## src/rtl/symchk_pkg.sv

```systemverilog
package symchk_pkg;
    localparam int NSLOT  = 4;
    localparam int SLOT_W = $clog2(NSLOT);
    localparam int BYTE_W = 8;
    localparam int SYM_W  = BYTE_W + 1;
    localparam int LANE_W = 5;
    localparam logic [NSLOT-1:0] TYPE_RST = 4'b0101;

    typedef struct packed {
        logic              ctl;
        logic [BYTE_W-1:0] data;
    } sym_t;

    typedef enum logic {
        SEQ_IDLE = 1'b0,
        SEQ_RUN  = 1'b1
    } seq_state_e;

    typedef enum logic {
        LOG_EMPTY = 1'b0,
        LOG_HELD  = 1'b1
    } log_state_e;
endpackage

```

## src/rtl/symchk_seq.sv

```systemverilog
module symchk_seq
    import symchk_pkg::*;
(
    input  logic                    clk,
    input  logic                    rst_n,
    input  logic                    en,
    input  logic                    cfg_we,
    input  logic [NSLOT-1:0]        cfg_wdata,
    input  logic [NSLOT*BYTE_W-1:0] pat_bytes,
    output logic [NSLOT-1:0]        type_sel,
    output sym_t                    exp_sym
);
    seq_state_e        state, state_nx;
    logic [SLOT_W-1:0] slot, slot_nx;
    logic [BYTE_W-1:0] pat_arr [NSLOT];

    for (genvar k = 0; k < NSLOT; k++) begin : g_slot
        assign pat_arr[k] = pat_bytes[k*BYTE_W +: BYTE_W];
    end

    // state register
    always_ff @(posedge clk or negedge rst_n) begin
        if (!rst_n) begin
            state <= SEQ_IDLE;
            slot  <= '0;
        end else begin
            state <= state_nx;
            slot  <= slot_nx;
        end
    end

    // next state and slot
    always_comb begin
        state_nx = state;
        slot_nx  = slot;
        unique case (state)
            SEQ_IDLE: begin
                slot_nx = '0;
                if (en) begin
                    state_nx = SEQ_RUN;
                    slot_nx  = slot + 1'b1;
                end
            end
            SEQ_RUN: begin
                if (en) begin
                    slot_nx = slot + 1'b1;
                end else begin
                    state_nx = SEQ_IDLE;
                    slot_nx  = '0;
                end
            end
            default: begin
                state_nx = SEQ_IDLE;
                slot_nx  = '0;
            end
        endcase
    end

    // type select register
    always_ff @(posedge clk or negedge rst_n) begin
        if (!rst_n)      type_sel <= TYPE_RST;
        else if (cfg_we) type_sel <= cfg_wdata;
    end

    // expected symbol of current slot
    always_comb begin
        exp_sym.ctl  = type_sel[slot];
        exp_sym.data = pat_arr[slot];
    end

    assert_slot_idle_R4: assert property (@(posedge clk) disable iff (!rst_n)
        !en |=> (slot == '0));

    assert_slot_step_R3: assert property (@(posedge clk) disable iff (!rst_n)
        en |=> (slot == SLOT_W'($past(slot) + 1'b1)));
endmodule

```

## src/rtl/symchk_cmp.sv

```systemverilog
module symchk_cmp
    import symchk_pkg::*;
#(
    parameter int NLANES = 8
) (
    input  logic                    en,
    input  sym_t                    exp_sym,
    input  logic [NLANES*SYM_W-1:0] rx_syms,
    output logic                    hit,
    output logic [LANE_W-1:0]       hit_lane,
    output logic [SYM_W-1:0]        hit_val
);
    logic [SYM_W-1:0]  lane_sym [NLANES];
    logic [NLANES-1:0] mism;

    for (genvar n = 0; n < NLANES; n++) begin : g_lane
        assign lane_sym[n] = rx_syms[n*SYM_W +: SYM_W];
        assign mism[n]     = en && (lane_sym[n] != exp_sym);
    end

    assign hit = |mism;

    // lowest failing lane wins; index truncation aliases modulo 32
    always_comb begin
        hit_lane = '0;
        hit_val  = '0;
        for (int l = NLANES - 1; l >= 0; l--) begin
            if (mism[l]) begin
                hit_lane = l[LANE_W-1:0];
                hit_val  = lane_sym[l];
            end
        end
    end
endmodule

```

## src/rtl/symchk_log.sv

```systemverilog
module symchk_log
    import symchk_pkg::*;
(
    input  logic              clk,
    input  logic              cold_rst_n,
    input  logic              pulse_rst_n,
    input  logic              hit,
    input  logic [LANE_W-1:0] hit_lane,
    input  logic [SYM_W-1:0]  hit_val,
    input  logic              clr_we,
    input  logic              clr_wdata,
    output logic              err_pulse,
    output logic              err_flag,
    output logic [SYM_W-1:0]  err_value,
    output logic [LANE_W-1:0] err_lane
);
    log_state_e state, state_nx;
    logic       clr, capture;

    assign clr = clr_we && clr_wdata;

    // state register, survives warm reset
    always_ff @(posedge clk or negedge cold_rst_n) begin
        if (!cold_rst_n) state <= LOG_EMPTY;
        else             state <= state_nx;
    end

    always_comb begin
        state_nx = state;
        capture  = 1'b0;
        unique case (state)
            LOG_EMPTY: begin
                if (hit) begin
                    state_nx = LOG_HELD;
                    capture  = 1'b1;
                end
            end
            LOG_HELD: begin
                if (clr) begin
                    if (hit) capture = 1'b1;
                    else     state_nx = LOG_EMPTY;
                end
            end
            default: state_nx = LOG_EMPTY;
        endcase
    end

    // captured fields
    always_ff @(posedge clk or negedge cold_rst_n) begin
        if (!cold_rst_n) begin
            err_value <= '0;
            err_lane  <= '0;
        end else if (capture) begin
            err_value <= hit_val;
            err_lane  <= hit_lane;
        end
    end

    // error pulse, cleared by any reset
    always_ff @(posedge clk or negedge pulse_rst_n) begin
        if (!pulse_rst_n) err_pulse <= 1'b0;
        else              err_pulse <= hit;
    end

    assign err_flag = (state == LOG_HELD);

    assert_pulse_R5: assert property (@(posedge clk) disable iff (!cold_rst_n || !pulse_rst_n)
        hit |=> err_pulse);

    assert_capture_R6: assert property (@(posedge clk) disable iff (!cold_rst_n)
        (hit && !err_flag) |=> (err_flag && err_lane == $past(hit_lane) && err_value == $past(hit_val)));

    assert_hold_first_R9: assert property (@(posedge clk) disable iff (!cold_rst_n)
        (err_flag && !clr_we) |=> (err_flag && $stable(err_value) && $stable(err_lane)));

    assert_clr_zero_R10: assert property (@(posedge clk) disable iff (!cold_rst_n)
        (err_flag && clr_we && !clr_wdata) |=> err_flag);
endmodule

```

## src/rtl/symchk_top.sv

```systemverilog
module symchk_top
    import symchk_pkg::*;
#(
    parameter int NLANES = 8
) (
    input  logic                    clk,
    input  logic                    cold_rst_n,
    input  logic                    warm_rst_n,
    input  logic                    chk_en,
    input  logic                    cfg_type_we,
    input  logic [NSLOT-1:0]        cfg_type_wdata,
    input  logic [NSLOT*BYTE_W-1:0] pat_bytes,
    input  logic [NLANES*SYM_W-1:0] rx_syms,
    input  logic                    stat_clr_we,
    input  logic                    stat_clr_wdata,
    output logic [NSLOT-1:0]        type_sel,
    output logic                    err_pulse,
    output logic                    err_flag,
    output logic [SYM_W-1:0]        err_value,
    output logic [LANE_W-1:0]       err_lane
);
    logic              rst_any_n;
    sym_t              exp_sym;
    logic              hit;
    logic [LANE_W-1:0] hit_lane;
    logic [SYM_W-1:0]  hit_val;

    assign rst_any_n = cold_rst_n && warm_rst_n;

    symchk_seq u_seq (
        .clk       (clk),
        .rst_n     (rst_any_n),
        .en        (chk_en),
        .cfg_we    (cfg_type_we),
        .cfg_wdata (cfg_type_wdata),
        .pat_bytes (pat_bytes),
        .type_sel  (type_sel),
        .exp_sym   (exp_sym)
    );

    symchk_cmp #(.NLANES(NLANES)) u_cmp (
        .en       (chk_en),
        .exp_sym  (exp_sym),
        .rx_syms  (rx_syms),
        .hit      (hit),
        .hit_lane (hit_lane),
        .hit_val  (hit_val)
    );

    symchk_log u_log (
        .clk         (clk),
        .cold_rst_n  (cold_rst_n),
        .pulse_rst_n (rst_any_n),
        .hit         (hit),
        .hit_lane    (hit_lane),
        .hit_val     (hit_val),
        .clr_we      (stat_clr_we),
        .clr_wdata   (stat_clr_wdata),
        .err_pulse   (err_pulse),
        .err_flag    (err_flag),
        .err_value   (err_value),
        .err_lane    (err_lane)
    );

    assert_quiet_idle_R4: assert property (@(posedge clk) disable iff (!rst_any_n)
        !chk_en |=> !err_pulse);

    assert_pulse_flag_R6: assert property (@(posedge clk) disable iff (!cold_rst_n)
        err_pulse |-> err_flag);
endmodule

```

## config.mk

```make
export PLATFORM = sky130hd
export DESIGN_NAME = symchk_top
export DESIGN_NICKNAME = d
export VERILOG_FILES = /design/src/rtl/symchk_pkg.sv /design/src/rtl/symchk_seq.sv /design/src/rtl/symchk_cmp.sv /design/src/rtl/symchk_log.sv /design/src/rtl/symchk_top.sv
export SDC_FILE = /design/constraint.sdc
export NUM_CORES = 1
export LEC_CHECK = 0
export ABC_AREA = 1
export CORE_UTILIZATION = 34
export DETAILED_ROUTE_END_ITERATION = 7
export GPL_ROUTABILITY_DRIVEN = 0
export SYNTH_ARGS = -nofsm -noshare
export SYNTH_HDL_FRONTEND = slang
export SYNTH_HIERARCHICAL = 1
export SYNTH_SLANG_ARGS = --single-unit
```

## constraint.sdc

```tcl
create_clock -name clk -period 8.2 [get_ports clk]
set_clock_uncertainty 0.1 [all_clocks]
set_input_delay 2.46 -clock clk [delete_from_list [all_inputs] [get_ports clk]]
set_output_delay 2.46 -clock clk [all_outputs]
set_load 0.01 [all_outputs]
```

==> results.md <==
* Fin. max-slew vios at 0
* Cells along the critical path: clkdlybuf4s50_1, inv_1, nand2_1, nand3_1, nand2_1, inv_4, nand2_1, nand4_1, nor3_1, nand4_2, nand2_2, nand2_1, nor2_1, nand2_1, nand2_4, nand2_1, nand2_1
* Synth Cell Area at 3502 um2
* Syn Area/Cell at 5.741 um2
* Final setup TNS at 0 ps
* Sw power at 0.1971 mW
* CTS Root Cell: clkbuf_8
* Initial detailed-routing violation count at 238
* Core area at 9864 um2
* Port-buffer cells at 134
* DR DRC count at 0
* Critical path's most frequent cell: nand2_1
* Fmax at 178.1 MHz
* WS Path Type: in2reg
* PwrDens at 106.0 nW/um2
* First-pass GRT wire length at 17.91 mm
* Antenna diodes at 0
* FF/Latch Area at 553.0 um2
* Rows at 36
* Adder-cell share of the synthesized area at 0%
* Part of the power in registers at 25.5%
* Final worst-path cycle share at 68.48%
* P&R area growth vs syn at 38.19%
* Largest net degree at the start of global routing at 53
* Avg Vias per Cell at 4.782
* Clock Latency Late Sink at 260 ps
* Crit path DAT at 5720 ps
* GRT Total Usage at 21.83%
* Pint at 0.3158 mW
* Die ar. at 10710 um2
* Post-route ant nets at 0
* Clk pwr share at 19.5%
* Top-Level Pins at 135
* Post-CTS Resized at 0
* Largest family of logic cells by synthesized area: simple AND/OR/NAND/NOR gates
* Min Hold Slack at 381.0 ps
* Setup violators final at 0
* Max cap viols at 0
* Die height at 103.5 um
* Gate power share at 55.0%
* Max incr delay on CP at 450 ps
* Distinct cells, synth at 40
* Share of cells above drive strength 1 at 6.815%
* Number of H-tree levels at 1
* Total CTS buffers at 3
* Clock buffer depth at 2
* Most used DFF post-synth: dfrtp_1
* Tmin final at 5616 ps
* Slew @ Worst Pin at 692.8 ps
* Nets@finish at 835
* Worst EP required at 8300 ps
* YS warnings at 6
* RSZ-0062 raised after global routing: no
* DIE WIDTH at 103.5 um
* Post-CTS Hold Fix Bufs at 0
* Non-filler cells, final at 852
* Initial Util at 35.50%
* CP Capture Type: register
* Clk sinks at 22
* Sequential-to-total area share from yosys stat at 15.79%
* TritonCTS clock tree: yes
* Headroom to the max-slew limit at 53.67%
* #FFs+latches synth at 22
* Final core occ at 49.06%
* Initial antenna violation count at 0
* Post-Synth Simple-Gate Area at 49.87%
* Fill cells at 1004
* Synth async-reset ratio at 100.0%
* Vias in the first global route at 3667
* Wirelength per Cell at 13.57 um
* Final wirelength at 11.56 mm
* Critical path's slowest cell: clkdlybuf4s50_1
* Sw Ratio at 38.43%
* Hold crit path type: reg2reg
* Vias at 4074
* Pleak at 2.465 nW
* Final hold violation count at 0
* Clk slew on worst S/H paths at 80 ps
* Mux contribution to synthesized area at 0%
* DP HPWL at 9.146 mm
* DP Area at 4768 um2
* Post-Synthesis Cells at 610
* Placed Instances at 848
* Max VDD drop at 0.06525 mV
* Xor/xnor share of the synthesized area at 11.75%
* Outcome: finished clean
* Area of the multi-input gates at 2338 um2
* Commonest non-fill, non-tap cell in the layout: nand2_1
* Critical-path maximum fanout at 17
* Fin area at 4840 um2
* Post-synth EDFFs at 0
* CP startpoint kind: input pin
* Leading cell types in the layout, fill and taps excluded: 234 x nand2_1, 133 x clkdlybuf4s50_1, 73 x inv_1
* Setup bufs post-CTS at 0
* DRT Pass-1 Iters at 5
* Global route overflow at 0
* Synth Area in Compound Gates at 4.930%
stage by stage:
step | setup slack, ps | total power [mW]
global route | 2247 | 0.5518
floorplan | 3700 | 0.3033
global placement | 2337 | 0.4117
detailed placement | 2321 | 0.4135
CTS | 2606 | 0.5158
finish | 2584 | 0.5129
worst paths after layout:
check                      cells past startpoint               from  slack, ps                  to
max in group asynchronous                      3         cold_rst_n       4720   u_seq/type_sel[2]
min reg2reg                                    2  u_log/err_lane[4]        380   u_log/err_lane[4]
min                                            2  u_log/err_lane[4]        380   u_log/err_lane[4]
max reg2reg                                   16      u_seq/slot[0]       4130  u_log/err_value[0]
max                                           17      pat_bytes[26]       2580  u_log/err_value[0]
min in group asynchronous                      3         warm_rst_n       2440   u_seq/type_sel[3]
state kept, by name, indices dropped and copies added, names as in the netlist:
register	cells
u_log/err_value	9
u_log/err_lane	5
u_seq/slot	2
u_seq/type_sel	4
u_log/err_flag	1
u_log/err_pulse	1
cell type report:
type	instances	area share, %
Sequential cell	22	11.43
Inverter	97	7.575
Clock inverter	1	0.6205
Timing Repair Buffer	135	27.77
Tap cell	133	3.438
Multi-Input combinational cell	461	48.32
Clock buffer	3	0.8532
worst max-delay path, delay by kind of cell:
kind          cells  cell delay (ps)
buf+inv           3              600
simple gates     14             2660
metal layers:
metal | track usage [%] | wire [um] | vias to the layer above
li1 | - | - | 2071
met1 | 30.79 | 5184 | 1805
met2 | 35.97 | 5206 | 188
met3 | 3.562 | 1070 | 10
met4 | 2.492 | 97 | 0
met5 | 0 | 0 | -
kinds of logic (layout without fill, tap and decap cells):
group                  Yosys count  count (layout)
flip-flops                      22              22
XOR/XNOR                        47              47
AND/OR/NAND/NOR                382             382
other                            1               2
buffers and inverters          128             236
AO/OA/AOI/OAI                   30              30
synthesized netlist by cell type (all sizes together), types with 5 or more instances:
| cell | n | area share (%) |
|---|---|---|
| inv | 83 | 9.0 |
| clkinv | 14 | 1.5 |
| dfrtp | 20 | 14 |
| nand4 | 15 | 3.5 |
| nand3 | 67 | 10 |
| a21boi | 5 | 1.1 |
| nor3 | 5 | 1.1 |
| nor2 | 37 | 4.5 |
| nand3b | 7 | 1.5 |
| xor2 | 27 | 6.8 |
| xnor2 | 20 | 5.0 |
| a21oi | 12 | 1.8 |
| buf | 27 | 6.6 |
| nand2 | 246 | 28 |
| o21ai | 11 | 1.7 |
power by group through the flow:
stage                     clock (mW)  sequential (mW)  combinational [mW]
after floorplan                    0            0.134               0.170
after global placement             0            0.133               0.278
after detailed placement           0            0.133               0.280
after CTS                      0.103            0.131               0.282
after global routing           0.107            0.133               0.312
final                         0.0999            0.131               0.282
(Power assumes the default switching activity.)
